$ cat src/rtl/word_ser_pkg.sv
package word_ser_pkg;
  localparam int MARK_W = 2;
  // marker bit 0 goes out first
  localparam logic [MARK_W-1:0] MARK_FULL  = 2'b01;
  localparam logic [MARK_W-1:0] MARK_EMPTY = 2'b10;
endpackage

$ cat src/rtl/fs_strobe_sync.sv
module fs_strobe_sync #(
  parameter int SYNC_STAGES = 2
) (
  input  logic clk,
  input  logic rst,
  input  logic strobe,
  output logic rise
);
  localparam int CHAIN_W = SYNC_STAGES + 1;
  logic [CHAIN_W-1:0] chain;

  generate
    if (SYNC_STAGES < 2) begin : g_bad
      initial $error("SYNC_STAGES must be at least 2");
    end
  endgenerate

  always_ff @(posedge clk) begin
    if (rst) chain <= '0;
    else     chain <= {chain[CHAIN_W-2:0], strobe};
  end

  assign rise = chain[CHAIN_W-2] & ~chain[CHAIN_W-1];

  // one pulse per strobe edge
  p_rise_single_r8: assert property (@(posedge clk) disable iff (rst)
    rise |=> !rise);
endmodule

$ cat src/rtl/fs_hold_reg.sv
module fs_hold_reg #(
  parameter int DATA_W = 24
) (
  input  logic              clk,
  input  logic              rst,
  input  logic              lock_en,
  input  logic              cap,
  input  logic              take,
  input  logic [DATA_W-1:0] data_in,
  output logic              full,
  output logic [DATA_W-1:0] data,
  output logic              overflow
);
  always_ff @(posedge clk) begin
    if (rst) begin
      full     <= 1'b0;
      data     <= '0;
      overflow <= 1'b0;
    end else if (!lock_en) begin
      full <= 1'b0;
    end else if (take) begin
      full <= cap;
      if (cap) data <= data_in;
    end else if (cap) begin
      if (full) overflow <= 1'b1;
      else begin
        full <= 1'b1;
        data <= data_in;
      end
    end
  end

  p_overflow_sticky_r6: assert property (@(posedge clk) disable iff (rst)
    overflow |=> overflow);
  p_drop_keeps_word_r6: assert property (@(posedge clk) disable iff (rst)
    (lock_en && cap && full && !take) |=> (full && $stable(data)));
  p_unlocked_empty_r7: assert property (@(posedge clk) disable iff (rst)
    !lock_en |=> !full);
endmodule

$ cat src/rtl/fs_shifter.sv
module fs_shifter
  import word_ser_pkg::*;
#(
  parameter int DATA_W = 24
) (
  input  logic              clk,
  input  logic              rst,
  input  logic              lock_en,
  input  logic              bit_en,
  input  logic              hold_full,
  input  logic [DATA_W-1:0] hold_data,
  output logic              take,
  output logic              ser_data,
  output logic              ser_clk
);
  localparam int FRAME_W = DATA_W + MARK_W;
  localparam int CNT_W   = $clog2(FRAME_W);
  localparam logic [CNT_W-1:0] LAST = CNT_W'(FRAME_W - 1);

  logic [CNT_W-1:0]   cnt;
  logic [FRAME_W-1:0] sh;
  logic [FRAME_W-1:0] load_val;

  assign take     = lock_en & bit_en & (cnt == '0);
  assign load_val = hold_full ? {hold_data, MARK_FULL}
                              : {{DATA_W{1'b0}}, MARK_EMPTY};

  always_ff @(posedge clk) begin
    if (rst || !lock_en) begin
      cnt      <= '0;
      sh       <= '0;
      ser_data <= 1'b0;
    end else if (bit_en) begin
      if (cnt == '0) begin
        ser_data <= load_val[0];
        sh       <= load_val >> 1;
      end else begin
        ser_data <= sh[0];
        sh       <= sh >> 1;
      end
      cnt <= (cnt == LAST) ? '0 : cnt + 1'b1;
    end
  end

  always_ff @(posedge clk) begin
    if (rst)                  ser_clk <= 1'b0;
    else if (lock_en && bit_en) ser_clk <= ~ser_clk;
  end

  p_toggle_per_bit_r2: assert property (@(posedge clk) disable iff (rst)
    (lock_en && bit_en) |=> !$stable(ser_clk));
  p_clk_holds_r7: assert property (@(posedge clk) disable iff (rst)
    !lock_en |=> $stable(ser_clk));
  p_idle_low_r7: assert property (@(posedge clk) disable iff (rst)
    !lock_en |=> !ser_data);
  p_marker_first_r3: assert property (@(posedge clk) disable iff (rst)
    take |=> (ser_data == $past(hold_full)));
endmodule

$ cat src/rtl/frame_serializer.sv
module frame_serializer #(
  parameter int DATA_W      = 24,
  parameter int SYNC_STAGES = 2
) (
  input  logic              clk,
  input  logic              rst,
  input  logic              lock_en,
  input  logic              bit_en,
  input  logic              strobe,
  input  logic [DATA_W-1:0] data_in,
  output logic              ser_data,
  output logic              ser_clk,
  output logic              overflow
);
  logic              cap;
  logic              take;
  logic              full;
  logic [DATA_W-1:0] word;

  fs_strobe_sync #(.SYNC_STAGES(SYNC_STAGES)) u_sync (
    .clk(clk), .rst(rst), .strobe(strobe), .rise(cap)
  );

  fs_hold_reg #(.DATA_W(DATA_W)) u_hold (
    .clk(clk), .rst(rst), .lock_en(lock_en), .cap(cap), .take(take),
    .data_in(data_in), .full(full), .data(word), .overflow(overflow)
  );

  fs_shifter #(.DATA_W(DATA_W)) u_shift (
    .clk(clk), .rst(rst), .lock_en(lock_en), .bit_en(bit_en),
    .hold_full(full), .hold_data(word), .take(take),
    .ser_data(ser_data), .ser_clk(ser_clk)
  );

  p_reset_state_r1: assert property (@(posedge clk)
    rst |=> (!ser_data && !ser_clk && !overflow));
endmodule

$ cat config.mk
export PLATFORM = sky130hd
export DESIGN_NAME = frame_serializer
export DESIGN_NICKNAME = d
export VERILOG_FILES = /design/src/rtl/word_ser_pkg.sv /design/src/rtl/fs_strobe_sync.sv /design/src/rtl/fs_hold_reg.sv /design/src/rtl/fs_shifter.sv /design/src/rtl/frame_serializer.sv
export SDC_FILE = /design/constraint.sdc
export NUM_CORES = 1
export LEC_CHECK = 0
export BUFFER_PORTS_ARGS = -buffer_cell sky130_fd_sc_hd__buf_2
export CELL_PAD_IN_SITES_DETAIL_PLACEMENT = 0
export CELL_PAD_IN_SITES_GLOBAL_PLACEMENT = 2
export CORE_MARGIN = 10
export CORE_UTILIZATION = 30
export CTS_CLUSTER_DIAMETER = 150
export DETAILED_ROUTE_END_ITERATION = 12
export PLACE_DENSITY = 0.66
export SLEW_MARGIN = 25
export SYNTH_ARGS = -nofsm -noshare
export SYNTH_HDL_FRONTEND = slang
export SYNTH_SLANG_ARGS = --single-unit
$ cat constraint.sdc
create_clock -name clk -period 2.5 [get_ports clk]
set_input_delay 0.375 -clock clk [delete_from_list [all_inputs] [get_ports clk]]
set_output_delay 0.375 -clock clk [all_outputs]
set_load 0.02 [all_outputs]
Yosys cells after proc, flatten, opt, wreduce, memory -nomap -nowiden
Cells that the tools add are included.
{ "word_totals": {"input_bits": 29, "out_inout_bits": 3, "word_cells": 36, "regBits": 62} }
{ "op_classes": {"n_addsub": 1, "reduce_logical": 8, "n_bitwise": 7, "n_eq_ne": 2, "mux": 10} }
{ "ops": {"columns": ["operator", "count"], "rows": [
  ["$mux 24", 4],
  ["$mux 26", 1],
  ["$mux 25", 1],
  ["$add 5x1->5 const B", 1],
  ["$eq 5x5->1 const B", 1],
  ["$logic_not 5->1", 1],
  ["$mux 5", 1],
  ["$not 1->1", 4],
  ["$reduce_and 4->1", 1],
  ["$and 1x1->1", 3],
  ["$mux 1", 3],
  ["$reduce_and 3->1", 1],
  ["$ne 2x2->1 const B", 1],
  ["$reduce_bool 2->1", 1],
  ["$reduce_or 2->1", 1],
  ["$logic_and 1x1->1", 1],
  ["$logic_not 1->1", 1],
  ["$logic_or 1x1->1", 1]
]} }

Longest topological paths before layout
Gate-level depths: netlist of the first run.
{ "logic_depth": {"depth_word": 4, "ltp_mapped": 7} }

Cells and area by module
From an unflattened synthesis of the first run, not the netlist that was laid out.
{ "unflattened": {"hier_cells": 300, "area_unflattened_um2": 2757.6} }
{ "modules_own_cells": {"columns": ["module", "n_inst", "cells_per_inst", "seq_area_each_um2", "area_per_inst_um2"], "rows": [
  ["fs_shifter", 1, 181, 640.6, 1488.9],
  ["fs_hold_reg", 1, 112, 520.5, 1181.1],
  ["fs_strobe_sync", 1, 7, 60.1, 87.6]
]} }

Least setup slack after synthesis of the first run
OpenSTA, ideal clock, no wires.
{ "synth_timing": {"path_kind": "reg-to-reg", "startpoint": "register u_shift.cnt[0]", "endpoint": "register u_hold.data[10]", "arrival_time_ns": 1.897, "required_ns": 2.428, "synth_period_minus_slack_ns": 1.969, "stages_incl_launch_ff": 8, "setup_slack_ns": 0.531, "path_cell_list": "dfxtp_1 > inv_1 > ha_1 > or4b_1 > buf_6 > o31ai_4 > buf_8 > mux2i_1"} }
{ "synth_between": {"elab_chain_len": 4, "elab_cells_between_ends": 5} }
{ "synth_rtl": {"columns": ["item", "line", "rtl"], "rows": [
  ["start, declared", "fs_shifter.sv:20", "logic [CNT_W-1:0] cnt;"],
  ["start signal, assigned", "fs_shifter.sv:41", "cnt <= (cnt == LAST) ? '0 : cnt + 1'b1;"],
  ["$logic_not 5->1 *", "fs_shifter.sv:24", "assign take = lock_en & bit_en & (cnt == '0);"],
  ["$and 1x1->1 *", "fs_shifter.sv:24", null],
  ["$ne 2x2->1 (no source line)", null, null],
  ["$reduce_and 3->1 (no source line)", null, null],
  ["end signal, assigned", "fs_hold_reg.sv:23", "if (cap) data <= data_in;"],
  ["end signal, assigned", "fs_hold_reg.sv:28", "data <= data_in;"],
  ["end, declared", "fs_hold_reg.sv:11", "output logic [DATA_W-1:0] data,"]
]} }
Mark *: on every way between the ends. The rest lies on a longest branch, timed or not.
A chain may end at the register's enable or synchronous reset.

Worst setup path after layout of the first run
{ "layout_timing": {"startpoint": "register u_shift.cnt[0]", "endpoint": "register u_hold.data[21]"} }
The elaborated chain is that of the path after synthesis.

==> flow_summary.yaml, run 1 <==
floorplanning:
  die_area_um2: 13100
  die_width_um: 114
  die_y_um: 114
  start_util: 0.307
  rows: 34
  ios: 32
  core_area_um2: 8720
critical_path:
  crit_family: "simple AND/OR/NAND/NOR gates"
  end_kind: "register"
  worstPathMaxFanout: 21
  worstSetupPathType: "reg2reg"
  crit_chain: "inv_1, ha_1, or4b_1, o31ai_4, buf_12, mux2i_1"
  worst_path_largest_cell_delay_ns: 0.51
  worstPathArrival_ns: 2.31
  crit_cells: 6
  required_ns: 2.76
  cp_num_buf_inv: 2
  reg2reg_depth: 6
  critPathSlowestCell: "or4b_1"
  startpoint_type: "register"
routing:
  top_layer: "met4"
  wl_met1_um: 2910
  drcViolationCount: 0
  drt-wirelength-per-cell_um: 13.8
  wl_um: 6020
  wl_met3_um: 252
  vias: 2082
  drtPass1Iterations: 5
  via_per_inst: 4.76
  drt_iter0_drc: 57
  drtAntennaViolNets: 0
  wl_met2_um: 2790
cts:
  clk_latency_ns: 0.33
  clockRootBuffer: "clkbuf_8"
  path_clk_slew_ns: 0.07
  cts_max_level: 3
  ctsHoldBuffers: 0
  cts_tree: "built"
  cts.path.max_buffers: 2
  cts_setup_buffers: 0
  cts_sinks: 61
  cts_resized: 0
  cts_buffers: 9
yosys:
  yosysSeqAreaShare: 0.457
  ys_top_cells_by_area: "dfxtp_1, nand2b_1, mux2i_1"
  synthCells: 298
  ys_types: 24
  synth_top_area_cell: "dfxtp_1"
  syn_area_um2: 2680
  avgSynthCellArea_um2: 8.98
  synthTopCellsByCount: "dfxtp_1, nand2b_1, nand2_1, o21ai_0"
  synth.most_common_cell: "dfxtp_1"
  synthFlopType: "dfxtp_1"
  synth_warnings: 0
  async_reset_ff_frac: 0
  synth-edff-count: 0
  syn_nets: 330
  synth_top_area_share: 0.457
  ys_seq_elements: 61
grt:
  antenna_found_initial: 0
  grt_usage: 0.0982
  grt_pass1_wl_um: 10500
  grt_max_degree: 41
  grt_overflow: 0
  grt_pass1_vias: 2127
placed_design:
  hpwl_um: 3750
  portBuffers: 31
  place.gp.congestion: 0.682
timing:
  finalHoldViolations: 0
  drv_slew: 0
  fmax_ghz: 0.488
  fin_crit_ns: 2.05
  timing.final.crit_share: 0.819
  rsz0062_at_grt: "no"
  setup_violations: 0
  slew_headroom: 0.609
  tightestPinTransition_ns: 0.580
  finalClockSkew_ns: 0.00910
  timing.setup.tns_ns: 0
layout:
  final_nets: 357
  drive_gt1_frac: 0.173
  num_antenna_cells: 0
  nFillCells: 928
  area_delta_synth_final_pct: 15.9
  multi_input_area_um2: 1330
  regArea_um2: 1220
power_and_ir_drop:
  ir_drop_mv: 0.215
  p_per_area_nw_per_um2: 624
  leakage_nw: 1.08
  total_power_mw: 1.93
job:
  cap_viol_max_count: 0
hold_path:
  hold_path_class: "in2reg"
  min_delay_path_depth: 2
outcome:
  status: "finished, final reports clean"
==> cells by family (layout without fill, tap and decap cells) <==
family                     count (synthesis)  after routing  share of synthesized area
AOI/OAI and AO/OA                         56             56                      0.124
and+or+nand+nor                          121            121                      0.246
buffers and inverters                     27             58                     0.0491
xor gates and xnor gates                   5              5                     0.0164
DFF                                       61             61                      0.457
adders and majority gates                  3              3                     0.0140
muxes                                     25             25                     0.0935
==> worst reg2reg max path, stage by stage (launching register included) <==
cell     delay, ns
dfxtp_1       0.36
inv_1         0.07
ha_1          0.17
or4b_1        0.51
o31ai_4       0.41
buf_12        0.25
mux2i_1       0.21
==> cells in the final DEF, fill, tap and decap left out, types with 6 or more instances in the layout <==
master,instances
nand2b_1,52
o21ai_0,27
buf_4,8
nand3_1,23
mux2i_1,25
dfxtp_1,61
nor2_1,6
clkbuf_8,10
nand2_1,29
buf_2,31
a31oi_1,25
==> per-layer routing <==
metal	up-vias	track usage
met5	-	0
met4	0	0.0451
met3	6	0.0304
met2	31	0.151
met1	971	0.122
li1	1074	-
==> state kept, by name, indices dropped and copies added, names as in the netlist <==
name,count
u_shift.cnt,5
u_hold.data,24
u_hold.overflow,1
u_sync.chain,3
u_hold.full,1
u_shift.ser_clk,1
u_shift.ser_data,1
u_shift.sh,25
==> report_power, final <==
group          total, mW  internal, mW  switching, mW
Combinational      0.169        0.0747         0.0944
Sequential          1.02          1.00         0.0152
Clock              0.747         0.373          0.374
Total               1.93          1.45          0.483
==> path summary, 6_finish.rpt <==
kind	start	end	slack, ns
worst max-delay path	u_shift.cnt[0]	u_hold.data[21]	0.45
worst min-delay path	strobe	u_sync.chain[0]	0.25
worst max register to register	u_shift.cnt[0]	u_hold.data[21]	0.45
worst min register to register	u_sync.chain[0]	u_sync.chain[1]	0.44
==> area by class of cell <==
| cell class | instances | area share |
|---|---|---|
| Multi-Input combinational cell | 210 | 0.430 |
| Sequential cell | 61 | 0.394 |
| Timing Repair Buffer | 40 | 0.0759 |
| Clock buffer | 10 | 0.0444 |
| Tap cell | 108 | 0.0436 |
| Clock inverter | 5 | 0.00888 |
| Inverter | 3 | 0.00363 |
==> stage by stage <==
stage               std cells  instance area, um2   util  setup slack, ns  hold slack, ns
detailed placement        422                2930  0.336            0.477           0.425
floorplan                 298                2680      -            0.531           0.414
CTS                       437                3100  0.355            0.437           0.237
finish                    437                3100  0.355            0.452           0.249
global placement          422                2930  0.336            0.510           0.436
global route              437                3100  0.355            0.303           0.235
Power figures use the tool's default switching activity.
==> inputs of run 2 (changes only) <==
--- a/config.mk
+++ b/config.mk
@@ -5,6 +5,7 @@
 export SDC_FILE = /design/constraint.sdc
 export NUM_CORES = 1
 export LEC_CHECK = 0
+export ABC_AREA = 1
 export BUFFER_PORTS_ARGS = -buffer_cell sky130_fd_sc_hd__buf_2
 export CELL_PAD_IN_SITES_DETAIL_PLACEMENT = 0
 export CELL_PAD_IN_SITES_GLOBAL_PLACEMENT = 2
@@ -12,7 +13,7 @@
 export CORE_UTILIZATION = 30
 export CTS_CLUSTER_DIAMETER = 150
 export DETAILED_ROUTE_END_ITERATION = 12
-export PLACE_DENSITY = 0.66
+export PLACE_DENSITY = 0.72
 export SLEW_MARGIN = 25
 export SYNTH_ARGS = -nofsm -noshare
 export SYNTH_HDL_FRONTEND = slang
==> constraint.sdc (replaced) <==
create_clock -name clk -period 2.1 [get_ports clk]
set_input_delay 0.315 -clock clk [delete_from_list [all_inputs] [get_ports clk]]
set_output_delay 0.315 -clock clk [all_outputs]
set_load 0.02 [all_outputs]
==> run 2 against run 1 <==
  * Clock-buffer cell count increased by 3
  * Largest cell class unchanged
  * Cell area increased by 10%
  * Routed wire length increased by 12%
==> flow_summary.yaml, run 2 <==
placed_design:
  hpwl_um: 4440
  dpl_worst_slack_ns: 0.464
  placed_area_um2: 3180
  place.gp.congestion: 0.720
  portBuffers: 31
grt:
  grt_usage: 0.0982
  grt_overflow: 0
  antenna_found_initial: 0
  grt_pass1_vias: 2355
  grt_max_degree: 50
  grt_pass1_wl_um: 11500
timing:
  finalClockSkew_ns: 0.00359
  timing.hold.ws_ns: 0.185
  drv_slew: 0
  timing.final.crit_share: 0.796
  finalHoldViolations: 0
  fin_crit_ns: 1.67
  rsz0062_at_grt: "no"
  timing.setup.tns_ns: 0
  worst_slack_ns: 0.429
  setup_violations: 0
  slew_headroom: 0.535
  tightestPinTransition_ns: 0.696
  fmax_ghz: 0.599
yosys:
  syn_nets: 466
  yosysSeqAreaShare: 0.413
  syn_area_um2: 2960
  avgSynthCellArea_um2: 6.82
  synth_top_area_share: 0.413
  synthTopCellsByCount: "nor2_1, nand2_1, dfxtp_1, inv_1, a21oi_1"
  synth_top_area_cell: "dfxtp_1"
  ys_seq_elements: 61
  ys_top_cells_by_area: "dfxtp_1, nor2_1, nand2_1"
  synth.most_common_cell: "nor2_1"
  synth-edff-count: 0
  synth_warnings: 0
  async_reset_ff_frac: 0
  synthCells: 434
  ys_types: 29
  synthFlopType: "dfxtp_1"
floorplanning:
  start_util: 0.306
  core_area_um2: 9680
  rows: 36
  ios: 32
  die_area_um2: 14200
  die_width_um: 119
  die_y_um: 119
layout:
  largest_reg_flops: 25
  nFillCells: 1090
  final_nets: 486
  largest-register: "u_shift.sh"
  num_antenna_cells: 0
  regArea_um2: 1220
  drive_gt1_frac: 0.157
  multi_input_area_um2: 1320
  top_regs: "u_shift.sh x25, u_hold.data x24, u_shift.cnt x5"
  final_area_um2: 3420
  final_common_cell: "nor2_1"
  area_delta_synth_final_pct: 15.6
  final_cell_mix: "nor2_1, nand2_1, dfxtp_1"
critical_path:
  r2r_end: "u_shift.sh[2]"
  required_ns: 2.34
  end_kind: "register"
  startpoint_type: "register"
  timing.rr.start: "u_shift.cnt[1]"
  worstPathArrival_ns: 1.91
  worstSetupPathType: "reg2reg"
  r2r_slack_ns: 0.43
  reg2reg_depth: 10
  worstPathMaxFanout: 32
power_and_ir_drop:
  p_per_area_nw_per_um2: 793
  ir_drop_mv: 0.226
  total_power_mw: 2.71
  leakage_nw: 1.63
cts:
  clockRootBuffer: "clkbuf_8"
  cts_buffers: 9
  cts_resized: 0
  cts_tree: "built"
  path_clk_slew_ns: 0.07
  cts.path.max_buffers: 2
  ctsHoldBuffers: 0
  cts_max_level: 3
  clk_latency_ns: 0.34
  cts_setup_buffers: 0
  cts_sinks: 61
routing:
  via_per_inst: 4.16
  vias: 2465
  drtPass1Iterations: 4
  drcViolationCount: 0
  drtAntennaViolNets: 0
  wl_um: 6750
  drt_iter0_drc: 109
  drt-wirelength-per-cell_um: 11.4
outcome:
  status: "finished, final reports clean"
job:
  cap_viol_max_count: 0
hold_path:
  min_to: "u_sync.chain[0]"
  hold_start: "strobe"
  min_delay_path_depth: 3
  hold_path_class: "in2reg"
## run 2: cell count changes after synthesis, moves of 11 or more
cell and change:
nor2_1 +73, inv_1 +57, nand2b_1 -52, nand2_1 +49, a21oi_1 +42, mux2i_1 -25
a31oi_1 -24, o21ai_0 -16, o21ai_1 +14, clkbuf_1 -13, buf_2 +11
## run 2: cells by family after synthesis
logic type / after synthesis / share of synthesized area
and+or+nand+nor: 196 / 0.274
buffers and inverters: 91 / 0.143
AOI/OAI and AO/OA: 79 / 0.145
DFF: 61 / 0.413
xor gates and xnor gates: 4 / 0.0118
adders and majority gates: 3 / 0.0127
## run 2: area by class of cell
type / count / area share
Sequential cell: 61 / 0.357
Inverter: 63 / 0.0691
Clock inverter: 3 / 0.0190
Multi-Input combinational cell: 282 / 0.384
Timing Repair Buffer: 37 / 0.0695
Tap cell: 133 / 0.0486
Clock buffer: 13 / 0.0523
## run 2: through the flow
step,util,instances
floorplan,-,434
global placement,0.328,576
detailed placement,0.328,576
CTS,0.353,592
global route,0.353,592
finish,0.353,592
## run 2: critical path, stage by stage, from the launching register on
cell and delay [ns]:
dfxtp_1 0.34, inv_1 0.09, ha_1 0.14, inv_1 0.04, nor2_2 0.14, nand2_2 0.23
buf_12 0.25, a21oi_1 0.11, o21ai_0 0.11, nand2_1 0.07, inv_1 0.03
## run 2: how the worst max path moves through the flow
stage | depth (start not counted) | endpoint | from
6_report | 10 | u_shift.sh[2] | u_shift.cnt[1]
5_1_grt | 10 | u_shift.sh[8] | u_shift.cnt[0]
3_5_place_dp | 10 | u_shift.sh[2] | u_shift.cnt[1]
4_1_cts | 10 | u_shift.sh[8] | u_shift.cnt[1]
3_3_place_gp | 10 | u_shift.sh[2] | u_shift.cnt[1]
2_1_floorplan | 11 | u_shift.sh[19] | u_shift.cnt[1]
## run 2: power by group
group	total (mW)	leakage, nW	internal (mW)	switching (mW)
logic	0.239	1.01	0.0940	0.145
registers	1.22	0.496	1.19	0.0222
clock network	1.26	0.126	0.796	0.459
total	2.71	1.63	2.08	0.627
## run 2: routing by layer
layer / track usage / vias to the layer above / wire, um
li1: - / 1376 / -
met1: 0.143 / 1034 / 3870
met2: 0.126 / 47 / 2530
met3: 0.0274 / 8 / 234
met4: 0.0528 / 0 / 119
met5: 0 / - / 0
